$ cat src/rtl/sop_pkg.sv
package sop_pkg;

    typedef enum logic [1:0] {
        LIT_DC   = 2'b00,
        LIT_NEG  = 2'b01,
        LIT_POS  = 2'b10,
        LIT_KILL = 2'b11
    } lit_code_e;

    typedef enum logic {
        PLANE_AND = 1'b0,
        PLANE_OR  = 1'b1
    } plane_e;

    function automatic int max2(input int a, input int b);
        return (a > b) ? a : b;
    endfunction

    function automatic logic lit_pass(input logic [1:0] code, input logic x);
        logic r;
        unique case (lit_code_e'(code))
            LIT_DC:   r = 1'b1;
            LIT_NEG:  r = ~x;
            LIT_POS:  r = x;
            LIT_KILL: r = 1'b0;
            default:  r = 1'b0;
        endcase
        return r;
    endfunction

endpackage

$ cat src/rtl/sop_group_map.sv
module sop_group_map #(
    parameter int N_OUT  = 4,
    parameter int N_TERM = 16
) (
    output logic [N_OUT*N_TERM-1:0] grp_flat
);
    localparam int G = (N_TERM / N_OUT > 0) ? N_TERM / N_OUT : 1;

    for (genvar j = 0; j < N_OUT; j++) begin : g_out
        for (genvar t = 0; t < N_TERM; t++) begin : g_term
            assign grp_flat[j*N_TERM + t] = ((t / G) == j) ? 1'b1 : 1'b0;
        end
    end
endmodule

$ cat src/rtl/sop_cfg_store.sv
module sop_cfg_store
    import sop_pkg::*;
#(
    parameter int N_IN   = 4,
    parameter int N_OUT  = 4,
    parameter int N_TERM = 16,
    parameter int CW     = 16,
    parameter int AW     = 4
) (
    input  logic                       clk,
    input  logic                       rst_n,
    input  logic                       mode_grouped,
    input  logic                       cfg_we,
    input  logic                       cfg_plane,
    input  logic [AW-1:0]              cfg_addr,
    input  logic [CW-1:0]              cfg_wdata,
    input  logic [N_OUT*N_TERM-1:0]    grp_flat,
    output logic [CW-1:0]              cfg_rdata,
    output logic [N_TERM*2*N_IN-1:0]   pers_flat,
    output logic [N_OUT*N_TERM-1:0]    mask_flat
);
    localparam int PW = 2 * N_IN;

    logic [PW-1:0]     and_q [N_TERM];
    logic [N_TERM-1:0] or_q  [N_OUT];
    logic [31:0]       a_idx;

    assign a_idx = 32'(cfg_addr);

    always_ff @(posedge clk) begin
        if (!rst_n) begin
            for (int t = 0; t < N_TERM; t++) and_q[t] <= '0;
            for (int j = 0; j < N_OUT; j++)  or_q[j]  <= '0;
        end else if (cfg_we) begin
            if (cfg_plane == PLANE_AND) begin
                for (int t = 0; t < N_TERM; t++)
                    if (a_idx == 32'(t)) and_q[t] <= cfg_wdata[PW-1:0];
            end else begin
                for (int j = 0; j < N_OUT; j++)
                    if (a_idx == 32'(j)) begin
                        if (mode_grouped)
                            or_q[j] <= (or_q[j] & ~grp_flat[j*N_TERM +: N_TERM])
                                     | (cfg_wdata[N_TERM-1:0] & grp_flat[j*N_TERM +: N_TERM]);
                        else
                            or_q[j] <= cfg_wdata[N_TERM-1:0];
                    end
            end
        end
    end

    always_comb begin
        cfg_rdata = '0;
        if (cfg_plane == PLANE_AND) begin
            for (int t = 0; t < N_TERM; t++)
                if (a_idx == 32'(t)) cfg_rdata[PW-1:0] = and_q[t];
        end else begin
            for (int j = 0; j < N_OUT; j++)
                if (a_idx == 32'(j))
                    cfg_rdata[N_TERM-1:0] = mode_grouped
                        ? (or_q[j] & grp_flat[j*N_TERM +: N_TERM]) : or_q[j];
        end
    end

    for (genvar t = 0; t < N_TERM; t++) begin : g_pf
        assign pers_flat[t*PW +: PW] = and_q[t];
    end
    for (genvar j = 0; j < N_OUT; j++) begin : g_mf
        assign mask_flat[j*N_TERM +: N_TERM] = or_q[j];
    end

    // nothing in either plane moves without the write strobe
    a_r9_hold_without_we: assert property (@(posedge clk) disable iff (!rst_n)
        !cfg_we |=> ($stable(pers_flat) && $stable(mask_flat)));

    // grouped-mode writes leave out-of-block bits untouched
    for (genvar j = 0; j < N_OUT; j++) begin : g_a8
        a_r8_oob_kept: assert property (@(posedge clk) disable iff (!rst_n)
            (cfg_we && mode_grouped && cfg_plane == PLANE_OR && a_idx == 32'(j))
            |=> ((mask_flat[j*N_TERM +: N_TERM] & ~grp_flat[j*N_TERM +: N_TERM])
                 == $past(mask_flat[j*N_TERM +: N_TERM] & ~grp_flat[j*N_TERM +: N_TERM])));
    end
endmodule

$ cat src/rtl/sop_and_plane.sv
module sop_and_plane
    import sop_pkg::*;
#(
    parameter int N_IN   = 4,
    parameter int N_TERM = 16
) (
    input  logic                     clk,
    input  logic                     rst_n,
    input  logic [N_IN-1:0]          lit_in,
    input  logic [N_TERM*2*N_IN-1:0] pers_flat,
    output logic [N_TERM-1:0]        term_v
);
    localparam int PW = 2 * N_IN;

    logic [N_TERM*N_IN-1:0] ok_flat;

    for (genvar t = 0; t < N_TERM; t++) begin : g_term
        for (genvar i = 0; i < N_IN; i++) begin : g_lit
            assign ok_flat[t*N_IN + i] = lit_pass(pers_flat[t*PW + 2*i +: 2], lit_in[i]);
        end
        assign term_v[t] = &ok_flat[t*N_IN +: N_IN];

        logic kill_seen;
        always_comb begin
            kill_seen = 1'b0;
            for (int i = 0; i < N_IN; i++)
                if (pers_flat[t*PW + 2*i +: 2] == 2'b11) kill_seen = 1'b1;
        end

        // an all-ignore term is a constant 1
        a_r3_all_dc_high: assert property (@(posedge clk) disable iff (!rst_n)
            (pers_flat[t*PW +: PW] == '0) |-> term_v[t]);
        // any 2'b11 entry forces the term low
        a_r2_kill_low: assert property (@(posedge clk) disable iff (!rst_n)
            kill_seen |-> !term_v[t]);
    end
endmodule

$ cat src/rtl/sop_or_plane.sv
module sop_or_plane #(
    parameter int N_OUT  = 4,
    parameter int N_TERM = 16
) (
    input  logic                    clk,
    input  logic                    rst_n,
    input  logic                    mode_grouped,
    input  logic [N_TERM-1:0]       term_v,
    input  logic [N_OUT*N_TERM-1:0] mask_flat,
    input  logic [N_OUT*N_TERM-1:0] grp_flat,
    output logic [N_OUT-1:0]        f_out
);
    for (genvar j = 0; j < N_OUT; j++) begin : g_out
        logic [N_TERM-1:0] eff;
        assign eff      = mode_grouped ? (mask_flat[j*N_TERM +: N_TERM] & grp_flat[j*N_TERM +: N_TERM])
                                       : mask_flat[j*N_TERM +: N_TERM];
        assign f_out[j] = |(eff & term_v);

        // no connected term means the output is 0
        a_r4_empty_low: assert property (@(posedge clk) disable iff (!rst_n)
            (mask_flat[j*N_TERM +: N_TERM] == '0) |-> !f_out[j]);
        // in grouped mode only the output's own block can raise it
        a_r7_group_only: assert property (@(posedge clk) disable iff (!rst_n)
            (mode_grouped && ((mask_flat[j*N_TERM +: N_TERM] & grp_flat[j*N_TERM +: N_TERM] & term_v) == '0))
            |-> !f_out[j]);
    end
endmodule

$ cat src/rtl/prog_sop_array.sv
module prog_sop_array
    import sop_pkg::*;
#(
    parameter int N_IN   = 4,
    parameter int N_OUT  = 4,
    parameter int N_TERM = 16,
    localparam int CW    = max2(2 * N_IN, N_TERM),
    localparam int AW    = (max2(N_TERM, N_OUT) > 1) ? $clog2(max2(N_TERM, N_OUT)) : 1
) (
    input  logic            clk,
    input  logic            rst_n,
    input  logic            mode_grouped,
    input  logic            cfg_we,
    input  logic            cfg_plane,
    input  logic [AW-1:0]   cfg_addr,
    input  logic [CW-1:0]   cfg_wdata,
    output logic [CW-1:0]   cfg_rdata,
    input  logic [N_IN-1:0] lit_in,
    output logic [N_OUT-1:0] f_out
);
    logic [N_OUT*N_TERM-1:0]  grp_flat;
    logic [N_TERM*2*N_IN-1:0] pers_flat;
    logic [N_OUT*N_TERM-1:0]  mask_flat;
    logic [N_TERM-1:0]        term_v;

    sop_group_map #(.N_OUT(N_OUT), .N_TERM(N_TERM)) grp_i (
        .grp_flat (grp_flat)
    );

    sop_cfg_store #(.N_IN(N_IN), .N_OUT(N_OUT), .N_TERM(N_TERM), .CW(CW), .AW(AW)) cfg_i (
        .clk          (clk),
        .rst_n        (rst_n),
        .mode_grouped (mode_grouped),
        .cfg_we       (cfg_we),
        .cfg_plane    (cfg_plane),
        .cfg_addr     (cfg_addr),
        .cfg_wdata    (cfg_wdata),
        .grp_flat     (grp_flat),
        .cfg_rdata    (cfg_rdata),
        .pers_flat    (pers_flat),
        .mask_flat    (mask_flat)
    );

    sop_and_plane #(.N_IN(N_IN), .N_TERM(N_TERM)) and_i (
        .clk       (clk),
        .rst_n     (rst_n),
        .lit_in    (lit_in),
        .pers_flat (pers_flat),
        .term_v    (term_v)
    );

    sop_or_plane #(.N_OUT(N_OUT), .N_TERM(N_TERM)) or_i (
        .clk          (clk),
        .rst_n        (rst_n),
        .mode_grouped (mode_grouped),
        .term_v       (term_v),
        .mask_flat    (mask_flat),
        .grp_flat     (grp_flat),
        .f_out        (f_out)
    );

    // the cycle after reset leaves nothing connected
    a_r1_reset_clear: assert property (@(posedge clk)
        !rst_n |=> (f_out == '0));
endmodule

$ cat config.mk
export PLATFORM = sky130hd
export DESIGN_NAME = prog_sop_array
export DESIGN_NICKNAME = d
export VERILOG_FILES = /design/src/rtl/sop_pkg.sv /design/src/rtl/sop_group_map.sv /design/src/rtl/sop_cfg_store.sv /design/src/rtl/sop_and_plane.sv /design/src/rtl/sop_or_plane.sv /design/src/rtl/prog_sop_array.sv
export SDC_FILE = /design/constraint.sdc
export NUM_CORES = 1
export LEC_CHECK = 0
export BUFFER_PORTS_ARGS = -buffer_cell sky130_fd_sc_hd__buf_2
export CAP_MARGIN = 20
export CORE_ASPECT_RATIO = 0.6
export CORE_MARGIN = 1.5
export CORE_UTILIZATION = 35
export CTS_CLUSTER_SIZE = 24
export DETAILED_ROUTE_END_ITERATION = 12
export MAX_ROUTING_LAYER = met4
export PLACE_DENSITY_LB_ADDON = 0.05
export SETUP_SLACK_MARGIN = 0.2
export SKIP_LAST_GASP = 1
export SLEW_MARGIN = 20
export SYNTH_ARGS = -nofsm -noshare
export SYNTH_HDL_FRONTEND = slang
export SYNTH_HIERARCHICAL = 1
export SYNTH_SLANG_ARGS = --single-unit
$ cat constraint.sdc
create_clock -name clk -period 8.41 [get_ports clk]
set_input_delay 2.523 -clock clk [delete_from_list [all_inputs] [get_ports clk]]
set_output_delay 2.523 -clock clk [all_outputs]
set_load 0.02 [all_outputs]
== Word level (Yosys, flattened, before mapping) ==
Memories as Yosys holds them, arrays and structs flattened.
Index checks and enable logic that the tools add are counted.

* Memories kept: 2
* Word-level logic and storage cells: 567
* Input port bits: 29
* RAM bits: 192
* Flip-flop bits (word level): 0
* Output and inout bits: 20

* Reduce and logical (&&, ||, !) cells: 85
* Equality and inequality tests: 207
* Bitwise operators: 36
* Muxes and demuxes: 237

{| class="wikitable"
|+ Memory list
! memory !! words !! width !! read ports !! clocked after memory_dff !! write ports !! RTL line !! RTL
|-
| cfg_i.and_q || 16 || 8 || 16 || 0 || 16 || sop_cfg_store.sv:24 || <nowiki>logic [PW-1:0] and_q [N_TERM];</nowiki>
|-
| cfg_i.or_q || 4 || 16 || 4 || 0 || 4 || sop_cfg_store.sv:25 || <nowiki>logic [N_TERM-1:0] or_q [N_OUT];</nowiki>
|}

{| class="wikitable"
|+ Operator list
! cell !! count
|-
| 8-bit two-way mux || 34
|-
| 2-bit == test (second input constant) || 128
|-
| 1-bit case mux with 4 select lines || 64
|-
| 16-bit two-way mux || 15
|-
| 2-bit by 1-bit == test with 1-bit output (second input constant) || 64
|-
| 2-bit logical NOT || 64
|-
| 1-bit two-way mux || 123
|-
| 16-bit AND || 4
|-
| 4-bit AND reduction || 16
|-
| 16-bit OR reduction || 4
|-
| 4-bit == test (second input constant) || 8
|-
| 32-bit logical NOT || 1
|-
| 1-bit OR || 24
|-
| 4-bit by 3-bit == test with 1-bit output (second input constant) || 4
|-
| 12-bit by 16-bit OR with 16-bit output || 1
|-
| 16-bit by 12-bit OR with 16-bit output || 1
|-
| 16-bit by 4-bit OR with 16-bit output || 1
|-
| 16-bit by 8-bit OR with 16-bit output || 1
|-
| 12-bit two-way mux || 1
|-
| 4-bit by 2-bit == test with 1-bit output (second input constant) || 2
|-
| 4-bit by 1-bit == test with 1-bit output (second input constant) || 1
|-
| 1-bit inverter || 4
|}

== Depth between registers and ports, before layout ==
* Depth in word-level cells: 18
* Depth in mapped cells: 9
* Gate-level depth less buffers: 5

== Hierarchy ==
The synthesis kept the hierarchy.

{| class="wikitable"
|+ By module, submodules not included
! module !! cells each !! instances !! area each (um2)
|-
| sop_cfg_store || 845 || 1 || 10,075.9
|-
| sop_and_plane || 88 || 1 || 883.3
|-
| sop_or_plane || 91 || 1 || 664.4
|-
| sop_group_map || 66 || 1 || 488.0
|}

== Least setup slack after synthesis ==
OpenSTA, ideal clock, no wires.

* Path kind: input port to output port
* Start point: in cfg_addr[0]
* End point: out cfg_rdata[3]
* Stages on the path: 6
* Data arrival time: 4,118 ps
* Path buffers: 3
* Path slack: 1,769 ps
* Data required time: 5,887 ps
* Path through: buf_6 > buf_8 > buf_8 > mux4_2 > mux2i_1 > o311ai_0

* Longest elaborated chain between the ends: 18
* Elaborated cells on any way between the ends: 37
* Those cells by class: eq/ne (15); mux (21); reduce/logical (1)

{| class="wikitable"
|+ RTL lines
! what !! RTL line !! RTL
|-
| start, declared || prog_sop_array.sv:15 || <nowiki>input logic [AW-1:0] cfg_addr,</nowiki>
|-
| 32-bit logical NOT || sop_cfg_store.sv:55, sop_cfg_store.sv:58 ||
|-
| 8-bit two-way mux (16 in series) || sop_cfg_store.sv:55 || <nowiki>if (a_idx == 32'(t)) cfg_rdata[PW-1:0] = and_q[t];</nowiki>
|-
| 8-bit two-way mux (*) || sop_cfg_store.sv:53 || <nowiki>if (cfg_plane == PLANE_AND) begin</nowiki>
|-
| end, declared || prog_sop_array.sv:17 || <nowiki>output logic [CW-1:0] cfg_rdata,</nowiki>
|}

Mark *: on every way between the ends. The rest lies on a longest branch, timed or not.

== Worst setup path in the final report ==
* Start point: in cfg_addr[2]
* End point: out cfg_rdata[5]

Same word-level chain as after synthesis.

==> flow_summary.yaml <==
yosys:
  synth_ff_type: "edfxtp_1"
  async_flop_share_pct: 0
  synth_edf_count: 192
  synth_most_common_cell: "mux2i_1"
  ys_types: 55
  synth.avg_cell_area_um2: 11.1
  synthesis.instances: 1090
  muxShareOfSynthArea_pct: 19.9
  yosysWarnings: 6
  yosysSeqAreaShare_pct: 47.6
  yosys.area_share.simple_pct: 14.0
  synth_compound_area_share_pct: 10.2
  synth_top_family_by_area: "multiplexers"
  synthAdderAreaFrac_pct: 0
  ys_ff_latch: 192
  synth_largest_area_cell: "edfxtp_1"
  ys_top_cells_by_count: "193 x mux2i_1, 192 x edfxtp_1, 164 x nor2_1"
  synthXorXnorAreaFrac_pct: 0
  yosysTopAreaCellShare_pct: 47.6
  syn-cell-area_um2: 12100
  ys_top_cells_by_area: "edfxtp_1 48%, mux2i_1 16%, nor2_1 5.1%"
layout:
  diodes: 0
  instances_no_fill: 1579
  fillers: 3323
  drive_above_1_share_pct: 11.2
  nets: 1136
  seq_area_um2: 5770
  area_growth_syn_to_layout_pct: 7.21
  final_core_util_pct: 38.3
  multiInputGateArea_um2: 5580
die:
  rows: 52
  core_area_um2: 33900
  dieHeight_um: 147
  dieWidth_um: 243
  io_pins: 49
  dieArea_um2: 35800
  start_util_pct: 35.7
placed_design:
  dpl_worst_slack_ps: 909
  numPlacedInstances: 1547
  gp_congestion: 0.869
  io_buffers: 48
  dp_hpwl_um: 29500
critical_path:
  crit_arrival_ps: 5030
  startpoint_type: "input port"
  cp_top_family: "simple AND/OR/NAND/NOR gates"
  path_cells: "buf_2 > nor2_1 > nand2_1 > nor3_1 > o21ai_0 > o31ai_1 > buf_2"
  critPathBufInv: 2
  crit_required_ps: 5890
  path_common_cell: "buf_2"
  r2r-start: "cfg_i/or_q[1][12]"
  cp_slowest_cell: "nand2_1"
  endpoint_kind: "output port"
  cp_slowest_stage_delay_ps: 660
  crit_start: "cfg_addr[2]"
  crit_type: "input port to output port"
  path_max_fanout: 22
sta:
  setup_slack_ps: 856
  fin_skew_ps: 0
  final.min_clock_period_ps: 7550
  relSlewSlack_pct: 27.0
  fmax_mhz: 132
  hold_slack_ps: 636
  post-route-period-util_pct: 89.8
  worst_pin_slew_ps: 1090
  fin_tns_setup_ps: 0
  finalSetupViolCount: 0
  finalHoldViolations: 0
  rsz0062_at_grt: "no"
  drv_slew: 0
run_status:
  status: "complete, no violations"
drt:
  drtAntennaViolNets: 0
  drt_iter0_markers: 993
  wl_per_cell_um: 26.3
  vias: 8845
  remaining_drc_errors: 0
  routed_wl_um: 41500
  dr.pass1.iters: 5
  avgViaCountPerCell: 5.60
clocking:
  path_clk_slew_ps: 80
  cts_resized: 0
  postCtsSetupBuffers: 0
  clock-root-buffer: "clkbuf_16"
  clk_latency_ps: 450
  cts_hold_buf: 0
  clock_sinks: 192
  cts_made_buffers: 17
  htree_levels: 4
  cts_tree: "done"
  clock_path_buffers: 2
grt:
  grt_pass1_wl_um: 60000
  grt_max_degree: 91
  grt_usage_pct: 24.2
  grt_remaining_overflow: 0
  antenna_found_initial: 0
  grt_pass1_vias: 8172
hold_path:
  holdCritStartpoint: "cfg_i/or_q[1][10]"
  hp-class: "register to register"
power_and_ir_drop:
  power_density_nw_per_um2: 177
  leakage_nw: 5.13
  peakVddDrop_uv: 153
flow_run:
  cap_violations: 0
-- worst reg2reg max path: stages, from the launching register on --
cell and delay [ps]:
edfxtp_1 430, mux2i_1 180, nor2_1 50
-- where the power goes --
group	total, mW	internal, mW	leakage, nW	switching, mW
Combinational	0.337	0.117	2.97	0.220
Sequential	1.16	1.11	1.89	0.0494
Clock	0.803	0.388	0.268	0.415
-- per-layer routing --
layer,vias up,track usage (%),share of wire [%]
met5,-,-,0
met3,21,4.22,7.1
met2,353,30.3,39
met1,4465,39.6,53
met4,0,4.29,0.75
li1,4006,-,-
-- cells in the final DEF, fill, tap and decap left out, types with 18 or more instances in the layout --
cell / Yosys / routed
nand2_1: 43 / 43
nand4_1: 18 / 18
buf_2: 17 / 47
nand2b_1: 61 / 61
edfxtp_1: 192 / 192
buf_4: 75 / 21
nor2_1: 164 / 164
o211ai_1: 65 / 65
conb_1: 2 / 64
mux2i_1: 193 / 193
a21oi_1: 43 / 43
-- stage by stage --
| stage | area [um2] | power (mW) |
|---|---|---|
| 6_report | 13000 | 2.30 |
| 3_5_place_dp | 12400 | 1.51 |
| 2_1_floorplan | 12300 | 1.40 |
| 3_3_place_gp | 12400 | 1.51 |
| 4_1_cts | 13000 | 2.31 |
| 5_1_grt | 13000 | 2.37 |
-- final cells by class --
type	instances	share of cell area (%)
sequential	192	44.4
multi-input combinational	809	43.0
tap	459	4.42
timing repair buffer	71	3.49
clock buffer	17	3.28
clock inverter	15	0.973
inverter	16	0.463
-- registers in the layout, summed over array words and instances (netlist names) --
register,flops
cfg_i/or_q,64
cfg_i/and_q,128
-- kinds of logic (layout without fill, tap and decap cells) --
| logic type | Yosys count | after routing |
|---|---|---|
| muxes | 216 | 216 |
| AOI/OAI and AO/OA | 181 | 181 |
| DFF | 192 | 192 |
| other | 2 | 64 |
| and+or+nand+nor | 348 | 348 |
| buffers and inverters | 151 | 119 |
-- path summary, 6_finish.rpt --
kind | end | slack, ps | depth (start not counted)
min reg2reg | cfg_i/or_q[1][10] | 640 | 2
min | cfg_i/or_q[1][10] | 640 | 2
max reg2reg | cfg_i/or_q[1][12] | 7470 | 2
max | cfg_rdata[5] | 860 | 7
No activity file was read; power rests on OpenSTA's default activity.
